File: src/rtl/cmpctr_pkg.sv
package cmpctr_pkg;
  typedef enum logic [2:0] {
    CMP_EQ = 3'b000,
    CMP_LT = 3'b001,
    CMP_LE = 3'b010,
    CMP_GT = 3'b011,
    CMP_GE = 3'b100
  } cmp_mode_e;

  localparam int MODE_W    = 3;
  localparam int STAT_W    = 2;
  localparam int MASK_LSB  = 4;
  localparam int REG_ADR_W = 2;

  localparam logic [REG_ADR_W-1:0] ADR_COUNT = 2'd0;
  localparam logic [REG_ADR_W-1:0] ADR_CMP   = 2'd1;
  localparam logic [REG_ADR_W-1:0] ADR_CTRL  = 2'd2;
  localparam logic [REG_ADR_W-1:0] ADR_STAT  = 2'd3;
endpackage

File: src/rtl/cmpctr_pulse_sync.sv
module cmpctr_pulse_sync #(
  parameter int STAGES = 2
) (
  input  logic clk,
  input  logic rst,
  input  logic async_in,
  output logic rise
);
  // STAGES flops for metastability, one more to find the edge
  logic [STAGES:0] pipe;

  always_ff @(posedge clk) begin
    if (rst) pipe <= '0;
    else     pipe <= {pipe[STAGES-1:0], async_in};
  end

  assign rise = pipe[STAGES-1] & ~pipe[STAGES];
endmodule

File: src/rtl/cmpctr_counter.sv
module cmpctr_counter #(
  parameter int W = 16
) (
  input  logic         clk,
  input  logic         rst,
  input  logic         load,
  input  logic [W-1:0] load_val,
  input  logic         step,
  input  logic         up,
  output logic [W-1:0] count,
  output logic         wrap
);
  logic at_top, at_bottom;

  assign at_top    = &count;
  assign at_bottom = ~|count;
  assign wrap      = step & ~load & (up ? at_top : at_bottom);

  always_ff @(posedge clk) begin
    if (rst)       count <= '0;
    else if (load) count <= load_val;
    else if (step) count <= up ? count + 1'b1 : count - 1'b1;
  end
endmodule

File: src/rtl/cmpctr_compare.sv
module cmpctr_compare
  import cmpctr_pkg::*;
#(
  parameter int W = 16
) (
  input  logic [W-1:0]      value,
  input  logic [W-1:0]      ref_val,
  input  logic [MODE_W-1:0] mode,
  output logic              hit
);
  always_comb begin
    case (mode)
      CMP_EQ:  hit = (value == ref_val);
      CMP_LT:  hit = (value <  ref_val);
      CMP_LE:  hit = (value <= ref_val);
      CMP_GT:  hit = (value >  ref_val);
      CMP_GE:  hit = (value >= ref_val);
      default: hit = 1'b0;
    endcase
  end
endmodule

File: src/rtl/updown_cmp_counter.sv
module updown_cmp_counter
  import cmpctr_pkg::*;
#(
  parameter int CNT_W       = 16,
  parameter int SYNC_STAGES = 2
) (
  input  logic                 clk,
  input  logic                 rst,
  input  logic                 count_in,
  input  logic                 up_dn,
  input  logic                 reg_wr,
  input  logic                 reg_rd,
  input  logic [REG_ADR_W-1:0] reg_addr,
  input  logic [CNT_W-1:0]     reg_wdata,
  output logic [CNT_W-1:0]     reg_rdata,
  output logic                 cmp_out,
  output logic                 irq
);
  localparam int CTRL_USED = MASK_LSB + STAT_W;
  localparam int STAT_USED = STAT_W + 1;

  logic              step, wrap, cond_now, cond_q, irq_q;
  logic [CNT_W-1:0]  count_q, cmp_q, rdata_q;
  logic [MODE_W-1:0] mode_q;
  logic [STAT_W-1:0] mask_q, mask_d, sticky_q, sticky_d, set_vec;
  logic              load, wr_cmp, wr_ctrl, rd_stat;

  assign load    = reg_wr && reg_addr == ADR_COUNT;
  assign wr_cmp  = reg_wr && reg_addr == ADR_CMP;
  assign wr_ctrl = reg_wr && reg_addr == ADR_CTRL;
  assign rd_stat = reg_rd && reg_addr == ADR_STAT;

  cmpctr_pulse_sync #(.STAGES(SYNC_STAGES)) u_sync (
    .clk(clk), .rst(rst), .async_in(count_in), .rise(step)
  );

  cmpctr_counter #(.W(CNT_W)) u_cnt (
    .clk(clk), .rst(rst), .load(load), .load_val(reg_wdata),
    .step(step), .up(up_dn), .count(count_q), .wrap(wrap)
  );

  cmpctr_compare #(.W(CNT_W)) u_cmp (
    .value(count_q), .ref_val(cmp_q), .mode(mode_q), .hit(cond_now)
  );

  // bit 0: condition edge, bit 1: wrap; setting wins over a read clear
  assign set_vec  = {wrap, cond_now & ~cond_q};
  assign sticky_d = (rd_stat ? '0 : sticky_q) | set_vec;
  assign mask_d   = wr_ctrl ? reg_wdata[MASK_LSB +: STAT_W] : mask_q;

  always_ff @(posedge clk) begin
    if (rst) begin
      cmp_q    <= '1;
      mode_q   <= '0;
      mask_q   <= '0;
      sticky_q <= '0;
      cond_q   <= 1'b0;
      irq_q    <= 1'b0;
    end else begin
      if (wr_cmp)  cmp_q  <= reg_wdata;
      if (wr_ctrl) mode_q <= reg_wdata[MODE_W-1:0];
      mask_q   <= mask_d;
      sticky_q <= sticky_d;
      cond_q   <= cond_now;
      irq_q    <= |(sticky_d & mask_d);
    end
  end

  always_ff @(posedge clk) begin
    if (rst) rdata_q <= '0;
    else if (reg_rd) begin
      case (reg_addr)
        ADR_COUNT: rdata_q <= count_q;
        ADR_CMP:   rdata_q <= cmp_q;
        ADR_CTRL:  rdata_q <= {{(CNT_W-CTRL_USED){1'b0}}, mask_q, 1'b0, mode_q};
        default:   rdata_q <= {{(CNT_W-STAT_USED){1'b0}}, cond_q, sticky_q};
      endcase
    end
  end

  assign reg_rdata = rdata_q;
  assign cmp_out   = cond_q;
  assign irq       = irq_q;
endmodule

File: config.mk
export PLATFORM = sky130hd
export DESIGN_NAME = updown_cmp_counter
export DESIGN_NICKNAME = d
export VERILOG_FILES = /design/src/rtl/cmpctr_pkg.sv /design/src/rtl/cmpctr_pulse_sync.sv /design/src/rtl/cmpctr_counter.sv /design/src/rtl/cmpctr_compare.sv /design/src/rtl/updown_cmp_counter.sv
export SDC_FILE = /design/constraint.sdc
export NUM_CORES = 1
export LEC_CHECK = 0
export BUFFER_PORTS_ARGS = -buffer_cell sky130_fd_sc_hd__buf_2
export CORE_ASPECT_RATIO = 0.9
export CORE_MARGIN = 10
export CORE_UTILIZATION = 30
export CTS_CLUSTER_DIAMETER = 100
export DETAILED_ROUTE_END_ITERATION = 12
export SLEW_MARGIN = 20
export SYNTH_ARGS = -nofsm -noshare
export SYNTH_HDL_FRONTEND = slang
export SYNTH_SLANG_ARGS = --single-unit
File: constraint.sdc
create_clock -name clk -period 4.3 [get_ports clk]
set_clock_uncertainty 0.05 [all_clocks]
set_input_delay 0.215 -clock clk [delete_from_list [all_inputs] [get_ports clk]]
set_output_delay 0.215 -clock clk [all_outputs]
set_load 0.01 [all_outputs]
# Word level (Yosys, flattened, before mapping)
# Index checks and enable logic that the tools add are counted.
# op_classes
addsub,2
n_lt_le_gt_ge,4
eq_ne,8
n_mux,8
bitwise_logic,9
n_reduce_logical,11
# op_table
operator,n
16-bit 2-to-1 mux,3
16-bit one-hot mux with 3 select lines,1
"16-bit by 1-bit adder with 16-bit output, second input constant",1
16-bit == test,1
16-bit >= comparator,1
16-bit > comparator,1
16-bit less-or-equal comparator,1
16-bit less-than comparator,1
16-bit AND reduction,1
16-bit OR reduction,1
"16-bit by 1-bit subtractor with 16-bit output, second input constant",1
"3-bit by 2-bit == test with 1-bit output, second input constant",2
1-bit one-hot mux with 5 select lines,1
1-bit AND,4
"2-bit == test, second input constant",2
1-bit logical AND,4
2-bit 2-to-1 mux,2
"3-bit by 1-bit == test with 1-bit output, second input constant",1
"3-bit == test, second input constant",1
3-bit logical NOT,1
1-bit inverter,3
2-bit AND,1
"2-bit by 1-bit == test with 1-bit output, second input constant",1
2-bit logical NOT,1
5 further kinds,5
# totals
ff_bits,60
input_bits,24
out_inout_bits,18
elab_cells,51

# Longest topological paths before layout
# Gate-level depths: netlist of the first run.
# depth
depth_word,8
depth_mapped,9

# Cells and area by module
# Synthesis of the first run repeated with hierarchy kept, for this count alone.
# hier_totals
cells_unflattened,458
area_unflattened_um2,3878.7
# modules_own_cells
mod,instances,cells_each,area_per_inst_um2,seq_area_each_um2
updown_cmp_counter,1,192,1816.7,820.8
cmpctr_counter,1,194,1517.7,320.3
cmpctr_compare,1,65,456.7,0.0
cmpctr_pulse_sync,1,7,87.6,60.1

# Worst setup path after synthesis of the first run
# OpenSTA, ideal clock, no wires.
# synth_path
path_kind,input to register
from,input port up_dn
to,register u_cnt.count[11]
setup_ps,86
t_arrival_ps,2019
t_required_ps,4164
path_slack_ps,2145
cell_stages,9
path_buffers,1
cell_sequence,inv_1 -> ha_1 -> buf_4 -> and4_1 -> o21a_1 -> a21o_2 -> o22a_2 -> xnor2_1 -> a221oi_2
# synth_between
elab_chain_len,3
# synth_lines
element,line,rtl
start: declaration,updown_cmp_counter.sv:10,"input logic up_dn,"
16-bit 2-to-1 mux (2 in a row),cmpctr_counter.sv:22,else if (step) count <= up ? count + 1'b1 : count - 1'b1;
16-bit 2-to-1 mux,cmpctr_counter.sv:21,else if (load) count <= load_val;
end signal: assignment,cmpctr_counter.sv:21,
end signal: assignment,cmpctr_counter.sv:22,
end: declaration,cmpctr_counter.sv:10,"output logic [W-1:0] count,"
# Every way passes these cells. The select of a mux whose other input is x is not followed.
# A chain may end at the register's enable or synchronous reset.

# Worst setup path in the final report of the first run
# layout_path
from,register u_cnt.count[0]
to,"register irq_q, in the netlist irq"
# layout_between
elab_chain_len,7
elab_cells_between_ends,15
classes_between,order compare (4); eq/ne (1); mux (2); bitwise (4); reduce/logical (4)
# layout_lines
element,line,rtl
branches (longest 4 deep; another with 16-bit >= comparator),-,
2-bit OR (*),updown_cmp_counter.sv:48,assign sticky_d = (rd_stat ? '0 : sticky_q) | set_vec;
2-bit AND (*),updown_cmp_counter.sv:65,irq_q <= |(sticky_d & mask_d);
2-bit OR reduction (*),updown_cmp_counter.sv:65,
end signal: assignment,updown_cmp_counter.sv:65,
end: declaration,updown_cmp_counter.sv:22,"logic step, wrap, cond_now, cond_q, irq_q;"
# Mark *: on every way between the ends.

==> impl_metrics.toml, run 1 <==
[run_status]
outcome = "finished, final reports clean"

[synthesis]
synth_ff_type = "dfxtp_1"
synth_edf_count = 0
synth_cells = 460
syn_area_sq_mm = 0.00384
synth.top_cell.area_share = 0.313
synth_common_cells = "dfxtp_1 (60), nor2_1 (54), a21oi_1 (47), ha_1 (30), nand2_1 (29)"
async_flop_share = 0
yosysMostFrequentCell = "dfxtp_1"
synth.largest_area_cell = "dfxtp_1"
yosysUniqueCellTypes = 58
syn_nets = 515
synth.avg_cell_area_sq_um = 8.35
synth-seq-cells = 60
synth_area_leaders = "dfxtp_1 (31%), ha_1 (9.8%), a21oi_1 (6.1%)"
ys_seq_area_frac = 0.313
yosys_warnings = 0

[worst_setup_path]
r2r_start = "u_cnt.count[0]"
worst_setup_path_end_kind = "flip-flop"
reg2reg_slack_ns = 2.02
start_kind = "flip-flop"
crit_path_max_fanout = 8
reg2reg_to = "irq"
critical_path_required_ns = 4.45
arrival_ns = 2.43
rr_worst_depth = 8
path_class = "flip-flop to flip-flop"

[grt]
grt_first_pass_wirelength_microns = 17200
grt_max_degree = 34
overflow = 0
grt_util_all_layers = 0.118
grt_pass1_vias = 3352
antenna_found_initial = 0

[pwr]
ir_worst_vdd_mv = 0.221
leakage_nw = 1.95
power_switching_uw = 455
p_int_mw = 1.12
p_total_mw = 1.58
p_seq_frac = 0.395
pwr-share-clk = 0.412
p_sw_frac = 0.289
powerDensity_mw_per_mm2 = 360
p_comb_frac = 0.193

[cells_and_area]
final_util = 0.347
fin_nets = 545
area.growth.synth_to_final_pct = 14.0
fill_cells = 1298
drive_gt1_frac = 0.166
finalNonFillerCells = 659
multi_input_area_sq_mm = 0.00238
antenna_cells = 0
post-route-cell-area_sq_mm = 0.00438
seqCellArea_sq_mm = 0.00120

[drt]
post_drt_wl_per_cell_microns = 15.8
ant_nets = 0
viasPerCell = 5.19
first_pass_iters = 4
wl_microns = 10400
num_vias = 3418
initialDrtViolationCount = 221
drc = 0

[clock_network]
cts_resized = 0
tritoncts = "yes"
htreeDepth = 3
cts_setup_buffers = 0
clkSinkCount = 60
clkTransAtPathRegs_ns = 0.05
clk_latency_ns = 0.33
holdBufCountCts = 0
cts_made_buffers = 9
clockBufferDepth = 2
root_buffer = "clkbuf_16"

[sta]
tns_ns = 0
finalCritPeriodShare = 0.530
slew_viol_final = 0
rsz0062_at_grt = "false"
setup-violations-final = 0
tightest_slew_ns = 0.764
min_period_ns = 2.28
max_freq_mhz = 439
final_hold_viol_count = 0
slew_headroom = 0.490

[placement]
dp_cells = 643
hpwl_microns = 8010
io_buffers = 41
placed_area_sq_mm = 0.00411
place.gp.congestion = 0.922

[floorplanning]
initial_core_util = 0.304
fp.dieW_microns = 139
die_height_microns = 127
die-area_sq_mm = 0.0177
io_pins = 42
core_sq_mm = 0.0126
rows = 39

[run]
drv_cap = 0

[hold_path]
whs_path_depth = 2
hp-start = "count_in"
hp-class = "input port to flip-flop"
hold_path_end = "u_sync.pipe[0]"
worst max path at each step:
| stage | start | to | slack [ns] | depth (start not counted) |
|---|---|---|---|---|
| 2_1_floorplan | up_dn | u_cnt.count[11] | 2.14 | 9 |
| 3_3_place_gp | up_dn | u_cnt.count[11] | 1.75 | 9 |
| 3_5_place_dp | up_dn | u_cnt.count[13] | 1.68 | 9 |
| 4_1_cts | u_cnt.count[1] | u_cnt.count[13] | 2.00 | 7 |
| 5_1_grt | u_cnt.count[0] | irq | 1.85 | 8 |
| 6_report | u_cnt.count[0] | irq | 2.02 | 8 |
cell type report:
cell class                 count  share of cell area
tap                          164              0.0469
clock inverter                 4             0.00571
sequential                    60               0.274
clock buffer                  12              0.0563
timing repair buffer          43              0.0503
multi-input combinational    350               0.544
inverter                      26              0.0223
through the flow:
step | hold slack, ns | worst slack [ns]
after global placement | 0.383 | 1.75
after CTS | 0.0456 | 2.00
after detailed placement | 0.377 | 1.68
after floorplan | 0.283 | 2.14
final | 0.0456 | 2.02
after global routing | 0.0512 | 1.85
power groups by stage:
stage / clock, mW / sequential (mW) / combinational, mW
final: 0.650 / 0.623 / 0.304
after global routing: 0.695 / 0.627 / 0.342
after CTS: 0.666 / 0.623 / 0.305
after detailed placement: 0 / 0.634 / 0.303
after global placement: 0 / 0.633 / 0.295
after floorplan: 0 / 0.626 / 0.230
kinds of logic (layout without fill, tap and decap cells):
kind of cell	after synthesis	in the layout	share of synthesized area
AO/OA/AOI/OAI	135	135	0.242
XOR/XNOR	11	11	0.0251
adder cells (fa/ha/maj)	31	31	0.103
buffers and inverters	50	85	0.0671
flip-flops	60	60	0.313
multiplexers	18	18	0.0505
AND/OR/NAND/NOR	155	155	0.200
worst max-delay path: stages, from the launching register on:
cell and delay, ns:
dfxtp_1 0.57, inv_1 0.09, ha_1 0.21, nor2b_1 0.10, o211ai_1 0.09, a2111o_1 0.36
o211ai_1 0.14, mux2i_1 0.38, o21ai_0 0.15
per-layer routing:
layer	track usage	vias to the layer above	part of all wire
li1	-	1725	-
met1	0.150	1604	0.48
met2	0.187	74	0.46
met3	0.0363	15	0.047
met4	0.0399	0	0.016
met5	0	-	0
registers in the layout, indices dropped and copies added (netlist names):
name         count
mode_q           3
sticky_q         2
cmp_out          1
u_sync.pipe      3
u_cnt.count     16
mask_q           2
cmp_q           16
reg_rdata       16
irq              1
placed cells by master (no fill, tap or decap), drive strengths merged, types with 5 or more instances in the layout:
cell / n
mux2: 11
nor4: 5
a211o: 16
inv: 26
nand3: 12
a21oi: 47
nand2: 29
nor3: 5
nand4: 13
nor2: 54
ha: 30
o211ai: 10
a21o: 8
o21ai: 18
nor2b: 17
a211oi: 14
mux2i: 7
dfxtp: 60
clkbuf: 12
xnor2: 7
buf: 43
Power figures use the tool's default switching activity.
==> run 2, diff against run 1 <==
ABC_AREA = 1   (was unset)
clock period = 2.1 ns   (was 4.3 ns; I/O delays follow)
==> impl_metrics.toml, run 2 <==
[synthesis]
muxShareOfSynthArea = 0
synthAdderAreaFrac = 0.102
yosysMostFrequentCell = "nand2_1"
yosys_warnings = 0
synth_area_leaders = "dfxtp_1 (31%), nand2_1 (12%), ha_1 (9.6%)"
ys_seq_area_frac = 0.309
synth_common_cells = "nand2_1 (121), inv_1 (74), dfxtp_1 (60), nor2_1 (41), a21oi_1 (31)"
synth_simple_gate_area_frac = 0.255
synth.avg_cell_area_sq_um = 7.24
synth_top_family_by_area = "simple AND/OR/NAND/NOR gates"
yosysUniqueCellTypes = 51
synth-seq-cells = 60
synth_xor_area_frac = 0.0180
synth-compound-area-share = 0.212
syn_area_sq_mm = 0.00389
synth.largest_area_cell = "dfxtp_1"
synth_ff_type = "dfxtp_1"
syn_nets = 592
synth_edf_count = 0
async_flop_share = 0
synth_cells = 537
synth.top_cell.area_share = 0.309

[sta]
finalCritPeriodShare = 0.917
min_period_ns = 1.93
max_freq_mhz = 519
slew_headroom = 0.712
tightest_slew_ns = 0.428
setup-violations-final = 0
slew_viol_final = 0
final_hold_viol_count = 0

[drt]
drc = 0
wl_microns = 11000
viasPerCell = 4.93
first_pass_iters = 4
ant_nets = 0
initialDrtViolationCount = 231
num_vias = 3822
post_drt_wl_per_cell_microns = 14.2

[worst_setup_path]
crit_end = "u_cnt.count[12]"
reg2reg_to = "u_cnt.count[12]"
arrival_ns = 2.14
crit_buf_inv = 1
crit_chain = "buf_4 -> ha_1 -> a21oi_1 -> a21boi_0 -> o211ai_1 -> a21oi_1 -> o21ai_1 -> a31oi_1"
crit_family = "compound AO/OA/AOI/OAI gates"
crit_cells = 8
rr_worst_depth = 8
crit_top_cell = "a21oi_1"
path_class = "flip-flop to flip-flop"
r2r_start = "u_cnt.count[11]"
worst_setup_path_end_kind = "flip-flop"
crit_path_max_fanout = 4
reg2reg_slack_ns = 0.17
cp_slowest_cell = "ha_1"
critical_path_required_ns = 2.32
slowest_delay_ns = 0.32
crit_path_start = "u_cnt.count[11]"
start_kind = "flip-flop"

[pwr]
ir_worst_vdd_mv = 0.428
p_comb_frac = 0.194
p_seq_frac = 0.387
p_sw_frac = 0.289
leakage_nw = 2.35
power_switching_uw = 938
p_int_mw = 2.30
pwr-share-clk = 0.419
powerDensity_mw_per_mm2 = 678

[cells_and_area]
post-route-cell-area_sq_mm = 0.00478
area.growth.synth_to_final_pct = 22.9
fill_cells = 1375
drive_gt1_frac = 0.182
final_util = 0.377
seqCellArea_sq_mm = 0.00120
layout_common_cells = "nand2_1 (121), inv_1 (74), dfxtp_1 (59)"
antenna_cells = 0
final_common_cell = "nand2_1"
fin_nets = 662
multi_input_area_sq_mm = 0.00229
finalNonFillerCells = 775

[placement]
dp_cells = 744
place.gp.congestion = 0.842
io_buffers = 41
hpwl_microns = 8660
placed_area_sq_mm = 0.00434

[run_status]
outcome = "finished, final reports clean"

[grt]
grt_max_degree = 36
antenna_found_initial = 0
grt_pass1_vias = 3787
grt_first_pass_wirelength_microns = 18400
grt_util_all_layers = 0.124
overflow = 0

[clock_network]
clkTransAtPathRegs_ns = 0.05
cts_setup_buffers = 0
root_buffer = "clkbuf_16"
tritoncts = "yes"
clk_latency_ns = 0.34
cts_made_buffers = 9
clockBufferDepth = 2
htreeDepth = 3
clkSinkCount = 60

[run]
drv_cap = 0

[floorplanning]
rows = 39
io_pins = 42
core_sq_mm = 0.0127
die_height_microns = 128
fp.dieW_microns = 140
die-area_sq_mm = 0.0179
initial_core_util = 0.307

[hold_path]
hp-class = "input port to flip-flop"
## run 2: worst register-to-register path: stages, from the launching register on
cell and delay (ns):
dfxtp_1 0.31, buf_4 0.15, ha_1 0.32, a21oi_1 0.23, a21boi_0 0.23, o211ai_1 0.18
a21oi_1 0.16, o21ai_1 0.08, a31oi_1 0.13
## run 2: kinds of logic after synthesis
family                     after synthesis
AOI/OAI and AO/OA                      124
xor gates and xnor gates                 8
adders and majority gates               31
buffers and inverters                   99
DFF                                     60
and+or+nand+nor                        215
## run 2: cell type report
cell class | count | area share
clock buffer | 13 | 0.0544
multi-input combinational | 378 | 0.479
tap | 164 | 0.0429
clock inverter | 2 | 0.00209
inverter | 84 | 0.0667
timing repair buffer | 74 | 0.103
sequential | 60 | 0.251
## run 2: power by group through the flow
stage / sequential, mW / combinational [mW] / clock (mW)
after floorplan: 1.28 / 0.402 / 0
after global placement: 1.28 / 0.595 / 0
after detailed placement: 1.28 / 0.604 / 0
after CTS: 1.25 / 0.631 / 1.38
after global routing: 1.26 / 0.709 / 1.45
final: 1.25 / 0.628 / 1.36
## run 2: per-stage QoR
step	setup TNS (ns)	setup WS, ns	hold WS, ns	total power [mW]
after global placement	-0.0397	-0.0397	0.258	1.87
after floorplan	0	0.299	0.162	1.68
final	0	0.174	0.00484	3.24
after global routing	-0.0179	-0.0179	0.0169	3.42
after CTS	0	0.162	0.00477	3.27
after detailed placement	-0.0969	-0.0969	0.268	1.88
## run 2: worst min-delay path by stage
stage	startpoint	endpoint	depth (start not counted)
2_1_floorplan	count_in	u_sync.pipe[0]	2
3_3_place_gp	count_in	u_sync.pipe[0]	3
3_5_place_dp	count_in	u_sync.pipe[0]	3
4_1_cts	reg_wdata[8]	cmp_q[8]	3
5_1_grt	reg_wdata[8]	cmp_q[8]	3
6_report	reg_wdata[8]	cmp_q[8]	3
## run 2: what timing repair did
| action | in CTS | in global routing |
|---|---|---|
| endpoints found under the hold margin | 17 | 0 |
| endpoints found under the setup margin | 0 | 1 |
| gates resized for setup | 0 | 3 |
| hold buffers | 16 | 0 |
## run 2: per-layer routing
metal | wire (microns) | GRT usage | vias up
met4 | 95 | 0.0237 | 0
met5 | 0 | 0 | -
met2 | 5000 | 0.202 | 93
li1 | - | - | 1943
met3 | 758 | 0.0422 | 10
met1 | 5120 | 0.157 | 1776
